===== src/rtl/irq_dispatch.sv =====
module irq_dispatch #(
  parameter int NLEVEL = 6,
  parameter int LVLW = 4,
  parameter int INTW = 16,
  parameter int PCW = 32,
  parameter int PSW = 8,
  parameter int PS_LVL_LSB = 0,
  parameter int PS_EXCM_BIT = 4,
  parameter int PS_UM_BIT = 5,
  parameter bit HAS_DEPC = 1'b1,
  parameter bit RELOC_EN = 1'b1,
  parameter int CAUSEW = 6,
  parameter int L1_CAUSE = 4,
  parameter logic [PCW-1:0] DEF_VECBASE = 'h4000_0000,
  parameter int HI_OFS = 'h100,
  parameter int KERN_OFS = 'h300,
  parameter int USER_OFS = 'h340,
  parameter int DBL_OFS = 'h3C0
) (
  input  logic                       clk,
  input  logic                       rst_n,
  input  logic                       req_valid,
  input  logic [LVLW-1:0]            pend_level,
  input  logic [LVLW-1:0]            cur_level,
  input  logic [PSW-1:0]             ps_i,
  input  logic [INTW-1:0]            int_set,
  input  logic [INTW-1:0]            int_en,
  input  logic [NLEVEL*INTW-1:0]     level_mask,
  input  logic [PCW-1:0]             pc_i,
  input  logic [PCW-1:0]             vecbase_i,
  output logic                       taken_o,
  output logic [1:0]                 exc_class_o,
  output logic [PCW-1:0]             redirect_o,
  output logic [PSW-1:0]             ps_o,
  output logic [CAUSEW-1:0]          cause_o,
  output logic [NLEVEL*PCW-1:0]      epc_o,
  output logic [(NLEVEL-1)*PSW-1:0]  eps_o,
  output logic [PCW-1:0]             depc_o
);
  localparam logic [1:0] CLS_HIGH = 2'd0, CLS_KERN = 2'd1, CLS_USER = 2'd2, CLS_DBL = 2'd3;

  logic [INTW-1:0] sel_mask;
  always_comb begin
    sel_mask = '0;
    for (int k = 1; k <= NLEVEL; k++)
      if (pend_level == LVLW'(k)) sel_mask = level_mask[(k-1)*INTW +: INTW];
  end

  wire excm  = ps_i[PS_EXCM_BIT];
  wire umode = ps_i[PS_UM_BIT];
  wire is_l1 = (pend_level == LVLW'(1));
  wire take  = req_valid && (pend_level > cur_level) &&
               (int'(pend_level) <= NLEVEL) && |(sel_mask & int_set & int_en);

  wire [1:0] cls = !is_l1 ? CLS_HIGH : excm ? CLS_DBL : umode ? CLS_USER : CLS_KERN;

  logic [PCW-1:0] ofs;
  always_comb begin
    case (cls)
      CLS_KERN: ofs = PCW'(KERN_OFS);
      CLS_USER: ofs = PCW'(USER_OFS);
      CLS_DBL:  ofs = PCW'(DBL_OFS);
      default:  ofs = PCW'(HI_OFS) + (PCW'(pend_level) << 6);
    endcase
  end

  wire [PCW-1:0] redir = RELOC_EN ? vecbase_i + ofs : DEF_VECBASE + ofs;

  logic [PSW-1:0] ps_next;
  always_comb begin
    ps_next = ps_i;
    if (!is_l1) ps_next[PS_LVL_LSB +: LVLW] = pend_level;
    ps_next[PS_EXCM_BIT] = 1'b1;
  end

  always_ff @(posedge clk) begin
    if (!rst_n) begin
      taken_o     <= 1'b0;
      exc_class_o <= CLS_HIGH;
      redirect_o  <= '0;
      ps_o        <= '0;
      cause_o     <= '0;
      epc_o       <= '0;
      eps_o       <= '0;
      depc_o      <= '0;
    end else begin
      taken_o <= take;
      if (take) begin
        ps_o        <= ps_next;
        exc_class_o <= cls;
        redirect_o  <= redir;
        if (is_l1) begin
          cause_o <= CAUSEW'(L1_CAUSE);
          if (excm && HAS_DEPC) depc_o <= pc_i;
          else epc_o[0 +: PCW] <= pc_i;
        end else begin
          for (int k = 2; k <= NLEVEL; k++)
            if (pend_level == LVLW'(k)) begin
              epc_o[(k-1)*PCW +: PCW] <= pc_i;
              eps_o[(k-2)*PSW +: PSW] <= ps_i;
            end
        end
      end
    end
  end
endmodule



===== config.mk =====
export PLATFORM = sky130hd
export DESIGN_NAME = irq_dispatch
export DESIGN_NICKNAME = d
export VERILOG_FILES = /design/src/rtl/irq_dispatch.sv
export SDC_FILE = /design/constraint.sdc
export NUM_CORES = 1
export LEC_CHECK = 0
export BUFFER_PORTS_ARGS = -buffer_cell sky130_fd_sc_hd__buf_4
export CORE_AREA = 2 2 201 203
export CTS_BUF_LIST = sky130_fd_sc_hd__clkbuf_8
export DETAILED_ROUTE_END_ITERATION = 7
export DIE_AREA = 0 0 203 205
export GPL_TIMING_DRIVEN = 0
export SYNTH_ARGS = -nofsm -noshare
export SYNTH_HDL_FRONTEND = slang
export SYNTH_SLANG_ARGS = --single-unit

===== constraint.sdc =====
create_clock -name clk -period 4.9 [get_ports clk]
set_input_delay 1.225 -clock clk [delete_from_list [all_inputs] [get_ports clk]]
set_output_delay 1.225 -clock clk [all_outputs]
set_load 0.05 [all_outputs]

==> qor.txt, run 1 <==
Yosys reg bits: 308
Routed WL: 54840 um
Core Area: 0.03937 mm2
Fin. Hold Viols: 0
path type of the worst setup path: input port to flip-flop
post-synth top area cell: dfxtp_1
f_max: 224.7 MHz
max cap viols: 0
RSZ-0062 raised after global routing: false
Async S/R FF share, synth: 0%
worst slack, placed: -573.1 ps
Largest delay share family, worst path: buffers and inverters
Final Critical Period: 4450 ps
P&R area growth vs syn: 43.87%
post-route ant nets: 0
CP Launch Type: input port
post-synth top area share: 47.64%
Clock H-tree levels: 2
crit end category: flip-flop
Setup TNS: 0 ps
Setup Buffers After CTS: 0
crit-path max FO: 10
synth unique cells: 67
CTS max path bufs: 3
Main synth FF type: dfxtp_1
routability cong.: 0.9751
Slew HR: 44.94%
initial antenna violation count: 2
die height: 205 um
DRT iter0 DRCs: 596
FP Rows: 73
root cell of the clock tree: clkbuf_8
die area: 0.04162 mm2
hpwl dp: 43220 um
synth warn: 0
I/O Buffers: 518
Layout fillers: 3800
Initial Util: 32.88%
P per Cell Area: 300.8 mW/mm2
Final setup viols: 0
Tcrit/Tclk final: 90.82%
Required @ worst endpoint: 5380 ps
vias per cell: 4.852
static leakage: 9.807 nW
vias post-DR: 12060
worst path bufs/invs: 7
DRT Pass-1 Iters: 4
type of the tightest min-delay check: flip-flop to flip-flop
Die Width: 203 um
Sequential Area: 0.006166 mm2
Worst-path clk slew: 60 ps
post-synthesis sequential area ratio: 47.64%
number of global-route vias before repair: 12180
clk_lat worst skew: 600 ps
Synth area leaders: dfxtp_1 48%, mux2i_1 21%, nand2_1 10%, buf_6 2.1%, a21oi_1 1.5%
share of layout cells above drive strength 1: 34.27%
grt ovf: 0
routed len/inst: 22.07 um
Cells after Synth: 1341
synthesized cell area: 0.01294 mm2
worst setup margin: 450.1 ps
NumNets Final: 2142
Slowest-stage cell, CP: nor2_1
Slew @ Worst Pin: 825.8 ps
commonest non-fill, non-tap cells in the layout: 532 x buf_4, 348 x nand2_1, 308 x dfxtp_1
largest net degree at the start of global routing: 16
Max rail drop VDD: 0.2042 mV
clk sinks: 308
Slew Viols, Final: 0
drt drc: 0
# IOs: 524
skew final: 0 ps
CP cell instances: buf_4, inv_1, ha_1, clkbuf_1, nand2_1, buf_2, inv_1, o211ai_1, nor2_1, o31ai_1, or4_1, buf_2, buf_6, mux2i_1
Avg Cell Area, Syn: 9.652 um2
number of synthesized flops with an enable pin: 0
WP data arrival: 4930 ps
total CTS buffers: 53
Total Routing Usage GR: 25.45%
most common cell after layout, fill and taps aside: buf_4
area of the multi-input gates: 0.006107 mm2
global-route wire length before repair: 78770 um
Critical Path Max Stage Delay: 600 ps
status: finished, final reports clean
CTS tree: built
## path summary, 6_finish.rpt
path,from,endpoint,slack [ps],cells past startpoint
max,pend_level[3],epc_o[144],450,14
min,depc_o[12],depc_o[12],460,2
max reg2reg,ps_o[2],ps_o[2],4160,2
min reg2reg,depc_o[12],depc_o[12],460,2
## layout make-up
cell class                 instances  share of cell area (%)
sequential                       308                   33.11
multi-input combinational        921                   32.80
timing repair buffer             518                   20.88
clock buffer                      67                   4.952
tap                              525                   3.528
buffer                           103                   3.447
clock inverter                    28                  0.9944
inverter                          13                  0.2620
antenna                            2                 0.02688
## through the flow
step	instance area [um2]	power [mW]	hold WS, ps	cells	utilization, %
finish	18620	5.602	458.6	2485	47.30
CTS	18610	5.654	460.3	2483	47.28
detailed placement	17500	3.229	452.2	2388	44.46
floorplan	12960	2.914	666.8	1345	-
global placement	17500	3.226	440.3	2388	44.46
global route	18620	5.809	474.9	2485	47.30
## power breakdown
part	switching [mW]	internal, mW
Clock	1.09	1.34
Sequential	0.0128	2.53
Combinational	0.398	0.240
## what timing repair did
action,4_1_cts,5_1_grt
hold buffers,0,0
gates resized for setup,0,2
endpoints found under the hold margin,0,0
setup endpoints to repair,0,6
## cell usage after synthesis, drive strengths merged (7+ instances only)
master   number
clkbuf       46
nor2         25
nand3        28
nand2       348
inv          13
nand4         9
o21ai        27
ha           12
dfxtp       308
o2111ai       7
nor3         12
xor2          8
a21oi        39
mux2i       275
buf          57
a211oi       18
xnor2        16
a31oi         9
## tightest hold or removal path: cells and delay by family (launching register included)
kind | cells | cell delay [ps]
DFF | 1 | 310
and+or+nand+nor | 1 | 50
muxes | 1 | 50
## state kept, by name (all words and copies together) (netlist names)
name	count
redirect_o	32
taken_o	1
depc_o	32
cause_o	1
ps_o	8
exc_class_o	2
epc_o	192
eps_o	40
## layer usage
| metal | vias to the layer above | wire length [um] | global-route usage (%) | share of wire, % |
|---|---|---|---|---|
| met5 | - | 0 | 0 | 0 |
| met4 | 0 | 1547 | 8.551 | 2.8 |
| met3 | 76 | 4662 | 7.906 | 8.5 |
| met2 | 474 | 26010 | 43.35 | 47 |
| met1 | 5742 | 22620 | 30.41 | 41 |
| li1 | 5764 | - | - | - |
## cells by family after synthesis
group           count (synthesis)  synth area share [%]
fa+ha+maj                      13                 1.315
buf+inv                       116                 5.326
simple gates                  457                 14.75
mux                           280                 21.73
compound gates                142                 7.588
xor+xnor                       24                 1.624
other cells                     1               0.02897
flops                         308                 47.64
Power figures use the tool's default switching activity.
==> inputs of run 2 (changes only) <==
--- a/config.mk
+++ b/config.mk
@@ -6,10 +6,10 @@
 export NUM_CORES = 1
 export LEC_CHECK = 0
 export BUFFER_PORTS_ARGS = -buffer_cell sky130_fd_sc_hd__buf_4
-export CORE_AREA = 2 2 201 203
+export CORE_AREA = 2 2 206 208
 export CTS_BUF_LIST = sky130_fd_sc_hd__clkbuf_8
 export DETAILED_ROUTE_END_ITERATION = 7
-export DIE_AREA = 0 0 203 205
+export DIE_AREA = 0 0 208 210
 export GPL_TIMING_DRIVEN = 0
 export SYNTH_ARGS = -nofsm -noshare
 export SYNTH_HDL_FRONTEND = slang
==> constraint.sdc (replaced) <==
create_clock -name clk -period 5.5 [get_ports clk]
set_input_delay 1.375 -clock clk [delete_from_list [all_inputs] [get_ports clk]]
set_output_delay 1.375 -clock clk [all_outputs]
set_load 0.05 [all_outputs]
==> qor.txt, run 2 (synthesized netlist as in run 1, its figures left out) <==
# IOs: 524 (unchanged)
drt drc: 0 (unchanged)
hpwl dp: 43500 um (+0.66%)
Worst Hold Depth: 2 (unchanged)
Setup Buffers After CTS: 0 (unchanged)
max FFs per register: 192 (unchanged)
Tcrit/Tclk final: 91.59%
Slowest-stage cell, CP: a21oi_1
P&R area growth vs syn: 43.56%
P per Cell Area: 264.5 mW/mm2 (-12%)
vias post-DR: 12250 (+1.6%)
routed len/inst: 22.31 um (+1.1%)
Largest delay share family, worst path: compound AO/OA/AOI/OAI gates
status: finished, final reports clean
initial antenna violation count: 4 (+2)
max cap viols: 0 (unchanged)
CTS max path bufs: 3 (unchanged)
Initial Util: 31.21% (-1.7 points)
Hold EP: epc_o[0]
Clock H-tree levels: 2 (unchanged)
most common cell after layout, fill and taps aside: buf_4
path type of the worst setup path: input port to flip-flop
commonest non-fill, non-tap cells in the layout: 532 x buf_4, 348 x nand2_1, 308 x dfxtp_1
CP most frequent cell: a21oi_1
I/O Buffers: 518 (unchanged)
NumNets Final: 2142 (unchanged)
Routed WL: 55740 um (+1.6%)
final core utilization: 44.80% (-2.5 points)
static leakage: 9.759 nW (-0.48%)
number of global-route vias before repair: 12330 (+1.3%)
RSZ-0062 raised after global routing: false
DRT Pass-1 Iters: 5 (+1)
routability cong.: 0.9182 (-5.8%)
Slew Viols, Final: 0 (unchanged)
CP cell instances: buf_4, inv_1, ha_1, buf_1, nand2_1, nor2_1, a21oi_1, ha_1, a21o_1, a21oi_1, o21bai_1, a21oi_1, or3b_2, clkbuf_1, nor2_1, xnor2_1, a211oi_1
share of layout cells above drive strength 1: 34.12% (-0.15 points)
Total Routing Usage GR: 24.55% (-0.91 points)
type of the tightest min-delay check: flip-flop to flip-flop
Worst R2R Start: depc_o[1]
DRT iter0 DRCs: 631 (+5.9%)
R2R Path End: depc_o[1]
placement-stage cell area: 0.01752 mm2 (about the same)
die height: 210 um (+2.4%)
Fin. Hold Viols: 0 (unchanged)
post-route ant nets: 0 (unchanged)
FF-to-FF path depth: 2 (unchanged)
largest registers: epc_o x192, eps_o x40
Required @ worst endpoint: 6040 ps (+660 ps)
die area: 0.04368 mm2 (+5.0%)
CP Launch Type: input port
Worst-path clk slew: 70 ps (about the same)
total CTS buffers: 53 (unchanged)
FP Rows: 75 (+2.7%)
Slew @ Worst Pin: 900.7 ps (+74.89 ps)
Final Critical Period: 5038 ps
Slew HR: 39.95% (-5.0 points)
Die Width: 208 um (+2.5%)
Min-Delay Startpoint: epc_o[0]
grt ovf: 0 (unchanged)
CTS tree: built
Core Area: 0.04148 mm2 (+5.4%)
internal reg-to-reg setup slack: 4720 ps (+560 ps)
global-route wire length before repair: 80240 um (+1.9%)
root cell of the clock tree: clkbuf_8
post-CTS sizing: 0 (unchanged)
Max rail drop VDD: 0.1577 mV (-23%)
clk_lat worst skew: 620 ps (+20 ps)
clk sinks: 308 (unchanged)
f_max: 198.5 MHz
crit end category: flip-flop
skew final: 0 ps (unchanged)
largest net degree at the start of global routing: 15 (-1)
Reg with most FFs: epc_o
Critical Path Max Stage Delay: 510 ps (-90 ps)
Final setup viols: 0 (unchanged)
WP data arrival: 5580 ps (+650 ps)
vias per cell: 4.902 (+1.0%)
worst path bufs/invs: 4 (-3)
Design Area, Final: 0.01858 mm2 (-0.21%)
hold buffers post-CTS: 0 (unchanged)
crit-path max FO: 10 (unchanged)
## run 2: area by class of cell
type | count | area [um2]
repair buffers | 518 | 3889
clock inverters | 27 | 155.1
diodes | 4 | 10.01
multi-input cells | 921 | 6103
plain buffers | 103 | 640.6
fillers | 4092 | 22900
flip-flops and latches | 308 | 6166
inverters | 13 | 48.80
well taps | 539 | 674.4
clock buffers | 65 | 894.6
## run 2: worst max-delay path by stage
| stage | startpoint | cells after the start | slack [ps] | to |
|---|---|---|---|---|
| after floorplan | pend_level[3] | 15 | 1250 | redirect_o[31] |
| final | pend_level[3] | 17 | 460 | redirect_o[31] |
| after global routing | pend_level[3] | 17 | 280 | redirect_o[31] |
| after CTS | pend_level[3] | 17 | 600 | redirect_o[31] |
| after detailed placement | pend_level[3] | 17 | -90 | redirect_o[31] |
| after global placement | pend_level[3] | 17 | -70 | redirect_o[31] |
## run 2: stage by stage
stage | setup slack, ps | power (mW) | TNS (ps) | instances | hold slack, ps
floorplan | 1253 | 2.596 | 0 | 1345 | 666.8
global placement | -70.83 | 2.875 | -70.83 | 2402 | 441.4
detailed placement | -85.63 | 2.876 | -105.4 | 2402 | 452.3
CTS | 602.2 | 4.969 | 0 | 2494 | 460.1
global route | 276.4 | 5.098 | 0 | 2497 | 473.6
finish | 462.3 | 4.915 | 0 | 2498 | 457.3
## run 2: worst register-to-register path, cell delays in order, from the launching register on
cell and delay [ps]:
dfxtp_1 450, nand2_1 90, mux2i_1 160
## run 2: power breakdown
group / internal [mW] / switching, mW
registers: 2.25 / 0.0116
clock network: 1.11 / 0.974
logic: 0.213 / 0.355
## run 2: metal layers
metal  GRT usage [%]  share of wire, %
met1           29.44                41
met2           41.33                47
met3           8.164               8.7
met4           8.217               3.0
met5               0                 0
